===== src/rtl/cdt_pkg.sv =====
package cdt_pkg;

    localparam int VEC_W = 8;

    localparam int OFF_CTRL  = 'h320;
    localparam int OFF_START = 'h380;
    localparam int OFF_LIVE  = 'h390;
    localparam int OFF_DL_LO = 'h3A0;
    localparam int OFF_DL_HI = 'h3B0;
    localparam int OFF_PSC   = 'h3E0;

    localparam int CTRL_MASK_BIT = 16;
    localparam int CTRL_MODE_LSB = 17;

    typedef enum logic [1:0] {
        MODE_ONESHOT  = 2'b00,
        MODE_PERIODIC = 2'b01,
        MODE_DEADLINE = 2'b10,
        MODE_RSVD     = 2'b11
    } mode_e;

    typedef struct packed {
        mode_e              mode;
        logic               mask;
        logic [VEC_W-1:0]   vector;
    } ctrl_t;

    // Prescale code -> clock cycles per decrement (1..128)
    function automatic logic [7:0] psc_ratio(input logic [2:0] code);
        if (code == 3'b111) return 8'd1;
        return 8'd2 << code;
    endfunction

endpackage


===== src/rtl/cdt_prescaler.sv =====
module cdt_prescaler #(
    parameter int PSC_W = 8
) (
    input  logic       clk,
    input  logic       rst,
    input  logic       restart,
    input  logic [2:0] code,
    output logic       tick
);
    import cdt_pkg::*;

    logic [PSC_W-1:0] phase_q;
    logic [PSC_W-1:0] limit;

    assign limit = PSC_W'(psc_ratio(code) - 8'd1);
    // >= keeps the phase bounded when the ratio is lowered mid-period
    assign tick  = (phase_q >= limit);

    always_ff @(posedge clk) begin
        if (rst || restart) phase_q <= '0;
        else if (tick)      phase_q <= '0;
        else                phase_q <= phase_q + 1'b1;
    end
endmodule


===== src/rtl/cdt_downcounter.sv =====
module cdt_downcounter #(
    parameter int CNT_W = 32
) (
    input  logic             clk,
    input  logic             rst,
    input  logic             load,
    input  logic [CNT_W-1:0] load_val,
    input  logic             tick,
    input  logic             enable,
    input  logic             periodic,
    input  logic [CNT_W-1:0] reload_val,
    output logic [CNT_W-1:0] count,
    output logic             expire
);
    localparam logic [CNT_W-1:0] ONE = CNT_W'(1);

    assign expire = enable && tick && (count == ONE);

    always_ff @(posedge clk) begin
        if (rst)
            count <= '0;
        else if (load)
            count <= load_val;
        else if (enable && tick && (count != '0)) begin
            if (count == ONE) count <= periodic ? reload_val : '0;
            else              count <= count - ONE;
        end
    end
endmodule


===== src/rtl/cdt_deadline.sv =====
module cdt_deadline #(
    parameter int TS_W = 64
) (
    input  logic              clk,
    input  logic              rst,
    input  logic              wr_lo,
    input  logic              wr_hi,
    input  logic [TS_W/2-1:0] wdata,
    input  logic              enable,
    input  logic [TS_W-1:0]   ts,
    output logic              fire,
    output logic              armed
);
    localparam int HALF_W = TS_W / 2;

    logic [HALF_W-1:0] lo_stage_q;
    logic [TS_W-1:0]   target_q;
    logic [TS_W-1:0]   target_nx;

    assign target_nx = {wdata, lo_stage_q};
    assign fire      = armed && enable && (ts >= target_q);

    always_ff @(posedge clk) begin
        if (rst) begin
            lo_stage_q <= '0;
            target_q   <= '0;
            armed      <= 1'b0;
        end else begin
            if (wr_lo) lo_stage_q <= wdata;
            if (wr_hi) begin
                target_q <= target_nx;
                armed    <= (target_nx != '0);
            end else if (fire) begin
                armed    <= 1'b0;
            end
        end
    end
endmodule


===== src/rtl/cdt_timer.sv =====
module cdt_timer
    import cdt_pkg::*;
#(
    parameter int CNT_W  = 32,
    parameter int TS_W   = 64,
    parameter int ADDR_W = 12,
    parameter int PSC_W  = 8
) (
    input  logic              clk,
    input  logic              rst,
    input  logic              reg_wr,
    input  logic [ADDR_W-1:0] reg_addr,
    input  logic [CNT_W-1:0]  reg_wdata,
    output logic [CNT_W-1:0]  reg_rdata,
    input  logic [TS_W-1:0]   ts_in,
    output logic              irq_pulse,
    output logic [VEC_W-1:0]  irq_vector
);
    localparam ctrl_t CTRL_RST = '{mode: MODE_ONESHOT, mask: 1'b1, vector: '0};

    ctrl_t            ctrl_q;
    logic [2:0]       psc_code_q;
    logic [CNT_W-1:0] start_q;
    logic [CNT_W-1:0] cur_cnt;

    logic wr_ctrl, wr_start, wr_dl_lo, wr_dl_hi, wr_psc;
    logic dl_mode, periodic, cnt_load, tick, cnt_expire, dl_fire, dl_armed;

    assign wr_ctrl  = reg_wr && (reg_addr == ADDR_W'(OFF_CTRL));
    assign wr_start = reg_wr && (reg_addr == ADDR_W'(OFF_START));
    assign wr_dl_lo = reg_wr && (reg_addr == ADDR_W'(OFF_DL_LO));
    assign wr_dl_hi = reg_wr && (reg_addr == ADDR_W'(OFF_DL_HI));
    assign wr_psc   = reg_wr && (reg_addr == ADDR_W'(OFF_PSC));

    assign dl_mode  = (ctrl_q.mode == MODE_DEADLINE);
    assign periodic = (ctrl_q.mode == MODE_PERIODIC);
    assign cnt_load = wr_start && !dl_mode;

    always_ff @(posedge clk) begin
        if (rst) begin
            ctrl_q     <= CTRL_RST;
            psc_code_q <= '0;
            start_q    <= '0;
        end else begin
            if (wr_ctrl) begin
                ctrl_q.mode   <= mode_e'(reg_wdata[CTRL_MODE_LSB +: 2]);
                ctrl_q.mask   <= reg_wdata[CTRL_MASK_BIT];
                ctrl_q.vector <= reg_wdata[VEC_W-1:0];
            end
            if (wr_psc)   psc_code_q <= {reg_wdata[3], reg_wdata[1:0]};
            if (cnt_load) start_q    <= reg_wdata;
        end
    end

    cdt_prescaler #(.PSC_W(PSC_W)) u_psc (
        .clk     (clk),
        .rst     (rst),
        .restart (cnt_load),
        .code    (psc_code_q),
        .tick    (tick)
    );

    cdt_downcounter #(.CNT_W(CNT_W)) u_cnt (
        .clk        (clk),
        .rst        (rst),
        .load       (cnt_load),
        .load_val   (reg_wdata),
        .tick       (tick),
        .enable     (!dl_mode),
        .periodic   (periodic),
        .reload_val (start_q),
        .count      (cur_cnt),
        .expire     (cnt_expire)
    );

    cdt_deadline #(.TS_W(TS_W)) u_dl (
        .clk    (clk),
        .rst    (rst),
        .wr_lo  (wr_dl_lo),
        .wr_hi  (wr_dl_hi),
        .wdata  (reg_wdata[TS_W/2-1:0]),
        .enable (dl_mode),
        .ts     (ts_in),
        .fire   (dl_fire),
        .armed  (dl_armed)
    );

    // Mask is sampled at expiry: a masked expiry is discarded, never held
    always_ff @(posedge clk) begin
        if (rst) begin
            irq_pulse  <= 1'b0;
            irq_vector <= '0;
        end else begin
            irq_pulse  <= (cnt_expire || dl_fire) && !ctrl_q.mask;
            irq_vector <= ctrl_q.vector;
        end
    end

    always_comb begin
        reg_rdata = '0;
        case (reg_addr)
            ADDR_W'(OFF_CTRL): begin
                reg_rdata[CTRL_MODE_LSB +: 2] = ctrl_q.mode;
                reg_rdata[CTRL_MASK_BIT]      = ctrl_q.mask;
                reg_rdata[VEC_W-1:0]          = ctrl_q.vector;
            end
            ADDR_W'(OFF_START): reg_rdata = start_q;
            ADDR_W'(OFF_LIVE):  reg_rdata = cur_cnt;
            ADDR_W'(OFF_PSC):   reg_rdata[3:0] = {psc_code_q[2], 1'b0, psc_code_q[1:0]};
            default:            reg_rdata = '0;
        endcase
    end
endmodule


===== config.mk =====
export PLATFORM = sky130hd
export DESIGN_NAME = cdt_timer
export DESIGN_NICKNAME = d
export VERILOG_FILES = /design/src/rtl/cdt_pkg.sv /design/src/rtl/cdt_prescaler.sv /design/src/rtl/cdt_downcounter.sv /design/src/rtl/cdt_deadline.sv /design/src/rtl/cdt_timer.sv
export SDC_FILE = /design/constraint.sdc
export NUM_CORES = 1
export LEC_CHECK = 0
export BUFFER_PORTS_ARGS = -buffer_cell sky130_fd_sc_hd__buf_2
export CAP_MARGIN = 25
export CORE_ASPECT_RATIO = 1.5
export CORE_UTILIZATION = 50
export CTS_CLUSTER_DIAMETER = 200
export DETAILED_ROUTE_END_ITERATION = 8
export GPL_TIMING_DRIVEN = 0
export PLACE_DENSITY_LB_ADDON = 0.3
export RECOVER_POWER = 100
export SLEW_MARGIN = 20
export SYNTH_ARGS = -nofsm -noshare
export SYNTH_HDL_FRONTEND = slang
export SYNTH_HIERARCHICAL = 1
export SYNTH_SLANG_ARGS = --single-unit

===== constraint.sdc =====
create_clock -name clk -period 6.65 [get_ports clk]
set_input_delay 1.995 -clock clk [delete_from_list [all_inputs] [get_ports clk]]
set_output_delay 1.995 -clock clk [all_outputs]
set_load 0.1 [all_outputs]

==> impl_metrics.py <==
metrics = {
    "detailed_routing": {
        "vias": 10662,
        "wire_per_inst_um": 20.5,
        "drtPass1Iterations": 5,
        "drc": 0,
        "wl_met1_um": 13600,
        "drt-initial-drc-count": 776,
        "ant_nets": 0,
        "top_layer_used": "met4",
        "wirelength_um": 36400,
        "post_drt_via_cell_ratio": 6.01,
        "wl_met3_um": 2280,
        "wl_met2_um": 17800,
    },
    "global_route": {
        "first_global_vias": 10382,
        "grt_max_degree": 19,
        "antenna_found_initial": 1,
        "grt_pass1_wl_um": 55600,
        "grt_usage_pct": 33.2,
        "grt-ovfl-total": 0,
    },
    "placed_design": {
        "dp_hpwl_um": 28200,
        "globalplace.congestion": 0.988,
        "placedCellCount": 1740,
        "placed_area_um2": 12000,
        "port_buffers": 151,
    },
    "clock_network": {
        "cts_tree": "done",
        "postCtsSetupBuffers": 0,
        "clkSinkCount": 192,
        "worstSkewPairLatency_ns": 0.44,
        "cts.repair.resized": 0,
        "path_clk_slew_ns": 0.07,
        "cts_hold_buf": 0,
        "cts_buffers": 17,
        "cts_root_buffer": "clkbuf_16",
        "clockBufferDepth": 2,
        "cts-htree-levels": 4,
    },
    "layout": {
        "num-fill-cells": 1991,
        "multi_input_area_um2": 6380,
        "stdcell_area_um2": 12600,
        "final_cells": 1773,
        "seq_area_um2": 3840,
        "drive_gt1_share_pct": 13.1,
        "area_growth_pct": 15.2,
        "fin_nets": 1678,
    },
    "sta": {
        "fmax_mhz": 159,
        "setup_tns_ns": 0,
        "tightestPinTransition_ns": 1.18,
        "maxSlewHeadroom_pct": 21.6,
        "hold_viol": 0,
        "slew_viol_final": 0,
        "setup_viol": 0,
        "period_needed_ns": 6.30,
        "grt_setup_unrepaired": "false",
        "skew_ns": 0.00764,
        "fin_crit_sh_pct": 94.8,
    },
    "floorplan": {
        "die_w_um": 123,
        "initial_core_util_pct": 51.4,
        "die_h_um": 183,
        "die_area_um2": 22400,
        "core-area_um2": 21200,
        "pin_count": 152,
        "num_rows": 65,
    },
    "critical_path": {
        "critical_path_arrival_ns": 4.31,
        "required_ns": 4.66,
        "worstSetupPathType": "input pin to output pin",
        "critPathLaunchType": "input pin",
        "critPathCaptureType": "output pin",
        "crit_path_max_fanout": 10,
    },
    "yosys": {
        "async_reset_ff_share_pct": 0,
        "synth_ff_type": "dfxtp_1",
        "synthAdderAreaFrac_pct": 8.71,
        "synth_edf_count": 0,
        "synth_cells": 1321,
        "synth_compound_area_share_pct": 15.4,
        "yosysSeqAreaShare_pct": 35.2,
        "ys_ff_latch": 192,
        "syn_nets": 1508,
        "synth_area_per_cell_um2": 8.27,
        "yosysWarnings": 6,
        "synth_top_family_by_area": "simple AND/OR/NAND/NOR gates",
        "yosys-mux-area-fraction_pct": 11.6,
        "synth_area_um2": 10900,
        "yosys.area_share.simple_pct": 21.4,
        "yosysUniqueCellTypes": 67,
        "synth_xor_area_share_pct": 1.28,
    },
    "hold_path": {
        "min_path_type": "flip-flop to flip-flop",
    },
    "job": {
        "maxCapViolCount": 0,
    },
    "outcome": {
        "status": "finished clean",
    },
    "pwr": {
        "finalPower_mw": 4.12,
        "p_leak_nw": 4.73,
        "ir_drop_v": 0.000184,
        "powerDensity_nw_per_um2": 328,
    },
}
final timing paths:
check / cells after the start / slack (ns) / startpoint / endpoint
hold reg to reg: 1 / 0.49 / ctrl_q[2] / irq_vector[2]
hold / removal: 1 / 0.49 / ctrl_q[2] / irq_vector[2]
setup / recovery: 9 / 0.35 / reg_addr[11] / reg_rdata[30]
setup reg to reg: 13 / 2.73 / psc_code_q[2] / u_cnt/count[23]
registers in the layout, summed over array words and instances (netlist names):
| name | count |
|---|---|
| irq_vector | 8 |
| psc_code_q | 3 |
| start_q | 32 |
| u_dl/lo_stage_q | 32 |
| irq_pulse | 1 |
| u_cnt/count | 32 |
| u_psc/phase_q | 8 |
| ctrl_q | 11 |
| u_dl/target_q | 64 |
| u_dl/armed | 1 |
metrics by stage:
step | utilization (%) | setup slack [ns] | hold WS (ns)
finish | 59.3 | 0.348 | 0.490
global placement | 56.6 | 0.646 | 0.473
global route | 59.3 | 0.242 | 0.504
CTS | 59.4 | 0.656 | 0.487
floorplan | - | -0.326 | 0.449
detailed placement | 56.6 | 0.656 | 0.473
cells in the mapped netlist (14+ instances only):
cell type,number,share of area [%]
mux2i_1,127,12
inv_1,86,3.0
nand4_1,23,1.3
nand2b_1,14,0.80
nand2_1,74,2.5
a21oi_1,85,3.9
and3_1,23,1.3
ha_1,76,8.7
clkbuf_1,53,1.8
nor4_1,30,1.7
nor2_1,170,5.8
nand3_1,53,2.4
xor2_1,15,1.2
dfxtp_1,192,35
buf_2,17,0.78
o21ai_0,86,3.9
a221oi_1,14,1.1
cell families after synthesis:
group | after synthesis
adder cells (fa/ha/maj) | 76
buffers and inverters | 170
AND/OR/NAND/NOR | 465
flip-flops | 192
multiplexers | 127
AO/OA/AOI/OAI | 274
other | 1
XOR/XNOR | 16
worst max-delay path, cell delays in order:
cell and delay (ns):
clkbuf_1 0.10, nor4_4 0.40, and3_1 0.21, buf_4 0.18
nand2_2 0.12, buf_6 0.20, buf_6 0.14, nor2_1 0.09
clkbuf_1 0.87
metal layers:
metal	track usage, %	vias up
li1	-	5044
met1	36.6	4960
met2	56.3	502
met3	5.22	156
met4	25.6	0
met5	0	-
report_power, final:
part	total [mW]	switching, mW	internal (mW)	leakage [nW]
Combinational	1.71	1.09	0.620	2.89
Sequential	1.36	0.125	1.23	1.55
Clock	1.05	0.498	0.552	0.290
Total	4.12	1.72	2.40	4.73
area by class of cell:
type	count	share of cell area, %
multi-input combinational	959	50.8
timing repair buffer	151	5.83
antenna	1	0.0199
clock inverter	13	1.12
inverter	86	2.57
sequential	192	30.6
buffer	84	2.87
clock buffer	19	3.60
tap	268	2.67
cells in the final DEF, fill, tap and decap left out, types with 7 or more instances in the layout:
cell       instances
dfxtp_1          192
nor2_1           170
buf_2            127
mux2i_1          127
o21ai_0           90
inv_1             86
a21oi_1           85
clkbuf_1          83
ha_1              76
nand2_1           74
nand3_1           53
nor4_1            30
nand4_1           23
and3_1            23
clkbuf_2          18
clkbuf_16         17
xor2_1            15
nand2b_1          14
a221oi_1          14
a31oi_1           12
nor2b_1           11
nor3_1            11
o211ai_1          11
or3_1              9
or4_1              8
a311oi_1           8
o21a_1             7
Power figures use the tool's default switching activity.
